===== src/rtl/rj_audio_rx.sv =====
module rj_audio_rx #(
  parameter int WIDE_BITS   = 24,
  parameter int NARROW_BITS = 16
) (
  input  logic                 bit_clk,
  input  logic                 rst_n,
  input  logic                 frame_clk,
  input  logic                 ser_data,
  input  logic                 wide_mode,
  output logic [WIDE_BITS-1:0] left_word,
  output logic [WIDE_BITS-1:0] right_word,
  output logic                 pair_valid
);
  localparam int W = WIDE_BITS;
  localparam logic [W-1:0] NARROW_MASK = {{(W-NARROW_BITS){1'b0}}, {NARROW_BITS{1'b1}}};

  logic [W-1:0] window, left_hold, masked;
  logic frame_q, primed, armed, left_ok;

  wire edge_seen  = primed && (frame_clk != frame_q);
  wire left_done  = edge_seen && !frame_clk;
  wire right_done = edge_seen && frame_clk;

  assign masked = wide_mode ? window : (window & NARROW_MASK);

  always_ff @(posedge bit_clk) begin
    if (!rst_n) begin
      window     <= '0;
      left_hold  <= '0;
      frame_q    <= 1'b0;
      primed     <= 1'b0;
      armed      <= 1'b0;
      left_ok    <= 1'b0;
      left_word  <= '0;
      right_word <= '0;
      pair_valid <= 1'b0;
    end else begin
      window     <= {window[W-2:0], ser_data};
      frame_q    <= frame_clk;
      primed     <= 1'b1;
      pair_valid <= 1'b0;
      if (edge_seen) armed <= 1'b1;
      if (left_done) begin
        left_hold <= masked;
        left_ok   <= armed;
      end
      if (right_done && left_ok) begin
        left_word  <= left_hold;
        right_word <= masked;
        pair_valid <= 1'b1;
      end
    end
  end
endmodule


===== config.mk =====
export PLATFORM = sky130hd
export DESIGN_NAME = rj_audio_rx
export DESIGN_NICKNAME = d
export VERILOG_FILES = /design/src/rtl/rj_audio_rx.sv
export SDC_FILE = /design/constraint.sdc
export NUM_CORES = 1
export LEC_CHECK = 0
export BUFFER_PORTS_ARGS = -buffer_cell sky130_fd_sc_hd__buf_2
export CAP_MARGIN = 20
export CORE_ASPECT_RATIO = 0.6
export CORE_MARGIN = 1
export CORE_UTILIZATION = 55
export DETAILED_ROUTE_END_ITERATION = 8
export PLACE_DENSITY = 0.78
export SKIP_CTS_REPAIR_TIMING = 1
export SLEW_MARGIN = 20
export SYNTH_ARGS = -nofsm -noshare
export SYNTH_HDL_FRONTEND = slang
export SYNTH_SLANG_ARGS = --single-unit

===== constraint.sdc =====
create_clock -name bit_clk -period 1.4 [get_ports bit_clk]
set_input_delay 0.14 -clock bit_clk [delete_from_list [all_inputs] [get_ports bit_clk]]
set_output_delay 0.14 -clock bit_clk [all_outputs]
set_load 0.05 [all_outputs]

# [Word level (Yosys, flattened, before mapping)]
# Index checks and enable logic that the tools add are counted.
[word_totals] inputBits=5 ff_bits=101
[op_classes] n_eq_ne=1 n_mux=3 n_reduce_logical=5
[op_table] op="two-way mux 24 bit" n=1
[op_table] op="logical AND 1 bit" n=4
[op_table] op="two-way mux 1 bit" n=2
[op_table] op="zero test 1 bit" n=1
[op_table] op="inequality test 1 bit" n=1

# [Depth between registers and ports, before layout]
# Gate-level depths: netlist of the first run.
[depth] depth_word=5 depth_mapped=5

# [Worst setup path before layout of the first run]
# Ideal clock, no wire load.
[synth_timing] path_type="reg-to-reg" from="register frame_q" to="register left_word[10]" path_slack_ns=0.304 t_arrival_ns=0.976 stages_incl_launch_ff=5 setup_ns=0.119 t_required_ns=1.281 cell_sequence="dfxtp_1 > nand4b_1 > buf_4 > buf_6 > mux2i_1"
[synth_via] elab_chain_cells=4
[synth_lines] element="start, declared" line_no="18" rtl="logic frame_q, primed, armed, left_ok;"
[synth_lines] element="start signal, assigned" line_no="39" rtl="frame_q <= frame_clk;"
[synth_lines] element="inequality test 1 bit" line_no="20" rtl="wire edge_seen = primed && (frame_clk != frame_q);"
[synth_lines] element="logical AND 1 bit" line_no="20"
[synth_lines] element="logical AND 1 bit" line_no="22" rtl="wire right_done = edge_seen && frame_clk;"
[synth_lines] element="logical AND 1 bit" line_no="47" rtl="if (right_done && left_ok) begin"
[synth_lines] element="end signal, assigned" line_no="48" rtl="left_word <= left_hold;"
[synth_lines] element="end, declared" line_no="10" rtl="output logic [WIDE_BITS-1:0] left_word,"
# Every way passes these cells.
# A chain may end at the register's enable or synchronous reset.

# [Worst setup path after layout of the first run]
[layout_timing] from="register frame_q" to="register left_word[17]"
# The elaborated chain is that of the path after synthesis.

==> results of run 1 <==
Yosys cell counts (3+ instances only):
library cell	count
mux2i_1	73
buf_2	7
clkbuf_1	9
nand3_1	8
buf_4	3
inv_1	17
and2_1	9
dfxtp_1	101
nand2_1	91
per-stage QoR:
stage	utilization	instance area [sq um]	setup slack, ns	cells
after detailed placement	0.649	3740	0.150	443
after global routing	0.688	3960	0.00931	459
after CTS	0.686	3950	0.113	458
final	0.688	3960	0.117	459
after global placement	0.649	3740	0.232	443
after floorplan	-	3390	0.304	325
where the power goes:
part	internal [uW]	switching, uW
Clock	1040	896
Combinational	37.3	71.3
Sequential	2880	4.90
Total	3960	973
flip-flops by register name, summed over array words and instances (netlist names):
signal	cells
right_word	24
frame_q	1
armed	1
left_word	24
primed	1
pair_valid	1
window	24
left_ok	1
left_hold	24
metal layers:
metal	track usage	share of wire	vias to the layer above
met3	0.0906	0.053	4
met2	0.309	0.45	40
li1	-	-	1130
met1	0.250	0.49	1034
met5	0	0	-
met4	0.0475	0.0054	0
final timing paths:
check	end	startpoint
worst min-delay path	frame_q	frame_clk
worst max-delay path	left_word[17]	frame_q
worst max register to register	left_word[17]	frame_q
worst min register to register	window[2]	window[1]
cells by family after synthesis:
group | after synthesis | synth area share
AND/OR/NAND/NOR | 111 | 0.135
flip-flops | 101 | 0.596
buffers and inverters | 38 | 0.0501
AO/OA/AOI/OAI | 1 | 0.00147
multiplexers | 73 | 0.215
XOR/XNOR | 1 | 0.00258
cell usage in the layout (no fill, tap or decap):
master / synthesis / layout
nand3_1: 8 / 8
clkbuf_1: 9 / 1
clkbuf_8: 0 / 10
and2_1: 9 / 9
inv_1: 17 / 17
dfxtp_1: 101 / 101
nand3b_1: 1 / 1
clkinvlp_4: 0 / 1
bufinv_16: 0 / 2
buf_4: 3 / 3
clkinv_2: 0 / 1
o21ai_0: 1 / 1
xnor2_1: 1 / 1
dlygate4sd3_1: 0 / 1
nand2_1: 91 / 91
buf_2: 7 / 53
buf_12: 0 / 3
nand4b_1: 1 / 1
nor2_1: 1 / 1
mux2i_1: 73 / 73
worst reg2reg max path, cell delays in order, from the launching register on:
cell,delay [ns]
dfxtp_1,0.38
nand4b_1,0.17
buf_4,0.40
mux2i_1,0.27
final cells by class:
type                    instances  share of cell area
inverters                      17              0.0161
flip-flops and latches        101               0.511
clock inverters                 4              0.0183
repair buffers                 60              0.0904
well taps                      80              0.0253
multi-input cells             186               0.304
clock buffers                  11              0.0357
==> impl_metrics.ini, run 1 <==
[critical_path]
critPathMaxFanout = 24
critPathLaunchType = flop
arrival_ns = 1.55
setup.worst_path.class = reg2reg
r2r_cells = 3
cp_num_cells = 3
path_buf_inv = 1
cp_slowest_cell = buf_4
crit_chain = nand4b_1 > buf_4 > mux2i_1
critPathCaptureType = flop
cp_top_family = buffers and inverters
reg2reg_slack_ns = 0.12
max_stage_delay_ns = 0.40
crit_required_ns = 1.67

[logic_synthesis]
syn_inst = 325
synth_top_cell_by_area = dfxtp_1
yosys_warnings = 0
syn_avg_cell_area_sq_um = 10.4
synth.top_cell.area_share = 0.596
ys_types = 16
yosysSeqAreaShare = 0.596
syn-cell-area_sq_mm = 0.00339
synth_edf_count = 0
synth_seq_cells = 101
synth_ff_type = dfxtp_1
synth_fp_nets = 330
yosys-top-cells-area = dfxtp_1 (60%), mux2i_1 (22%), nand2_1 (10%), inv_1 (1.9%), and2_1 (1.7%)
async_flop_share = 0

[global_route]
grt_antenna_before_repair = 0
grt_max_degree = 66
grt_overflow = 0
grt_pass1_vias = 2153
track_usage = 0.199
grt_pass1_wl_um = 9780

[placement]
hpwl_um = 3770
io_buffers = 53
gp_congestion = 0.708

[final_layout]
multi_input_area_sq_mm = 0.00120
areaGrowthSynthToFinish_pct = 16.7
drive_gt1_frac = 0.193
fin_nets = 380
layout.area.seq_sq_mm = 0.00202
diodes = 0
n_fill_cell = 438

[sta]
finClkSkew_ns = 0.00834
drv_slew = 0
min_period_over_period = 0.916
hold_viol = 0
finalSetupViolCount = 0
min_period_ns = 1.28
setup-tns-final_ns = 0
slew_headroom = 0.715
rsz0062_at_grt = no
hold_ws_ns = 0.0660
worst_slew_pin_slew_ns = 0.428
fmax_ghz = 0.780

[die]
rows = 21
core_area_sq_mm = 0.00575
die_y_um = 62.9
dieArea_sq_mm = 0.00650
ioPinCount = 54
start_util = 0.590
die_x_um = 103

[routing]
ant_nets = 0
vias = 2208
drt-total-wl_um = 5720
dr.pass1.iters = 5
drc = 0
wl_per_cell_um = 12.5
drt_iter0_drc = 52
viasPerCell = 4.81

[power]
p_leak_uw = 0.00221
powerDensity_mw_per_mm2 = 1250
ir_drop_v = 0.000649
p_total_uw = 4930

[worst_hold_path]
worstHoldPathType = in2reg
hold_depth = 2

[run_status]
outcome = finished, final reports clean

[clock_network]
root_buffer = clkbuf_8
clkTransAtPathRegs_ns = 0.09
cts-buffers-inserted = 9
numClockSinks = 101
cts_tree = done
cts_max_level = 3
clk_path_buf_depth = 2
clk_latency_ns = 0.35

[run]
cap_viol_max_count = 0
(Power assumes the default switching activity.)
==> inputs of run 2 (changes only) <==
--- a/config.mk
+++ b/config.mk
@@ -12,6 +12,7 @@
 export CORE_UTILIZATION = 55
 export DETAILED_ROUTE_END_ITERATION = 8
 export PLACE_DENSITY = 0.78
+export SETUP_SLACK_MARGIN = 0.5
 export SKIP_CTS_REPAIR_TIMING = 1
 export SLEW_MARGIN = 20
 export SYNTH_ARGS = -nofsm -noshare
==> impl_metrics.ini, run 2 (synthesized netlist as in run 1, its figures left out) <==
[clock_network]
root_buffer = clkbuf_8
cts-buffers-inserted = 9
numClockSinks = 101
clkTransAtPathRegs_ns = 0.09
cts_tree = done
cts_max_level = 3
clk_path_buf_depth = 2
clk_latency_ns = 0.36

[sta]
finClkSkew_ns = 0.00909
drv_slew = 0
min_period_over_period = 0.872
finalSetupViolCount = 0
setup-tns-final_ns = 0
worst_slew_pin_slew_ns = 0.427
slew_headroom = 0.715
min_period_ns = 1.22
rsz0062_at_grt = yes
hold_viol = 0
fmax_ghz = 0.819

[critical_path]
critPathMaxFanout = 10
arrival_ns = 1.50
crit_required_ns = 1.67
critPathLaunchType = flop
critPathCaptureType = flop
setup.worst_path.class = reg2reg

[final_layout]
diodes = 0
n_fill_cell = 365
drive_gt1_frac = 0.335
final_common_cell = nand2_1
areaGrowthSynthToFinish_pct = 34.1
final_cell_area_sq_mm = 0.00455
fin_nets = 385
layout_common_cells = nand2_1 (91), mux2i_1 (72), dfxtp_1 (52)

[run_status]
outcome = finished, final reports clean

[routing]
wl_per_cell_um = 14.1
drt-total-wl_um = 6580
ant_nets = 0
viasPerCell = 4.92
vias = 2288
dr.pass1.iters = 4
drt_iter0_drc = 93
drc = 0

[power]
internal_power_uw = 3790
p_comb_frac = 0.022
p_leak_uw = 0.00234
pwr-share-clk = 0.378
p_sw_uw = 1020
powerDensity_mw_per_mm2 = 1060
p_sw_frac = 0.211
ir_drop_v = 0.000717
seq_power_share = 0.600

[die]
core_area_sq_mm = 0.00575
dieArea_sq_mm = 0.00650
rows = 21
die_y_um = 62.9
ioPinCount = 54
start_util = 0.590
die_x_um = 103

[placement]
gp_congestion = 0.756
io_buffers = 53
place_area_sq_mm = 0.00371
hpwl_um = 3570

[global_route]
grt_overflow = 0
grt_pass1_vias = 2133
grt_pass1_wl_um = 9590
grt_max_degree = 111
track_usage = 0.196
grt_antenna_before_repair = 0

[run]
cap_viol_max_count = 0

[worst_hold_path]
worstHoldPathType = in2reg
[run 2: cell types whose count changed in the layout (fill, tap and decap cells not counted)]
| cell | delta |
|---|---|
| buf_12 | +1 |
| buf_2 | -49 |
| buf_6 | +13 |
| buf_8 | +39 |
| bufinv_16 | -1 |
| clkbuf_16 | +1 |
| clkinv_4 | +2 |
| dfxtp_1 | -49 |
| dfxtp_2 | +46 |
| dfxtp_4 | +3 |
| mux2i_1 | -1 |
| mux2i_2 | +1 |
[run 2: power groups by stage]
stage	registers, uW	logic [uW]	clock network (uW)
2_1_floorplan	2950	79.6	0
3_3_place_gp	2950	98.2	0
3_5_place_dp	2950	98.9	0
4_1_cts	2890	98.9	1860
5_1_grt	2880	117	1990
6_report	2880	108	1820
[run 2: final cells by class]
type	instances	area [sq um]	share of cell area
multi-input cells	186	1210	0.265
repair buffers	65	890	0.195
clock inverters	5	60.1	0.0132
clock buffers	11	141	0.0311
flip-flops and latches	101	2090	0.459
well taps	80	100	0.0220
inverters	17	63.8	0.0140
[run 2: final timing paths]
check | startpoint | to | slack [ns] | cells after the start
worst max-delay path | frame_q | right_word[20] | 0.18 | 4
worst min-delay path | frame_clk | frame_q | 0.07 | 2
worst max register to register | frame_q | right_word[20] | 0.18 | 4
worst min register to register | window[1] | window[2] | 0.46 | 2
[run 2: per-layer routing]
metal | global-route usage | share of wire
met5 | 0 | 0
met4 | 0.0845 | 0.0071
met3 | 0.0660 | 0.055
met1 | 0.252 | 0.49
met2 | 0.297 | 0.45
[run 2: critical path, stage by stage (launching register included)]
cell and delay (ns):
dfxtp_2 0.34, nand4b_1 0.26, buf_6 0.20, clkbuf_16 0.17, mux2i_1 0.17
[run 2: per-stage QoR]
step	total power, uW	worst slack [ns]	std cells	hold WS [ns]	util
2_1_floorplan	3030	0.323	325	0.168	-
3_3_place_gp	3050	0.217	442	0.351	0.644
3_5_place_dp	3050	0.154	442	0.368	0.644
4_1_cts	4840	0.139	458	-0.0197	0.679
5_1_grt	4990	0.154	465	0.0529	0.791
6_report	4800	0.179	465	0.0662	0.791
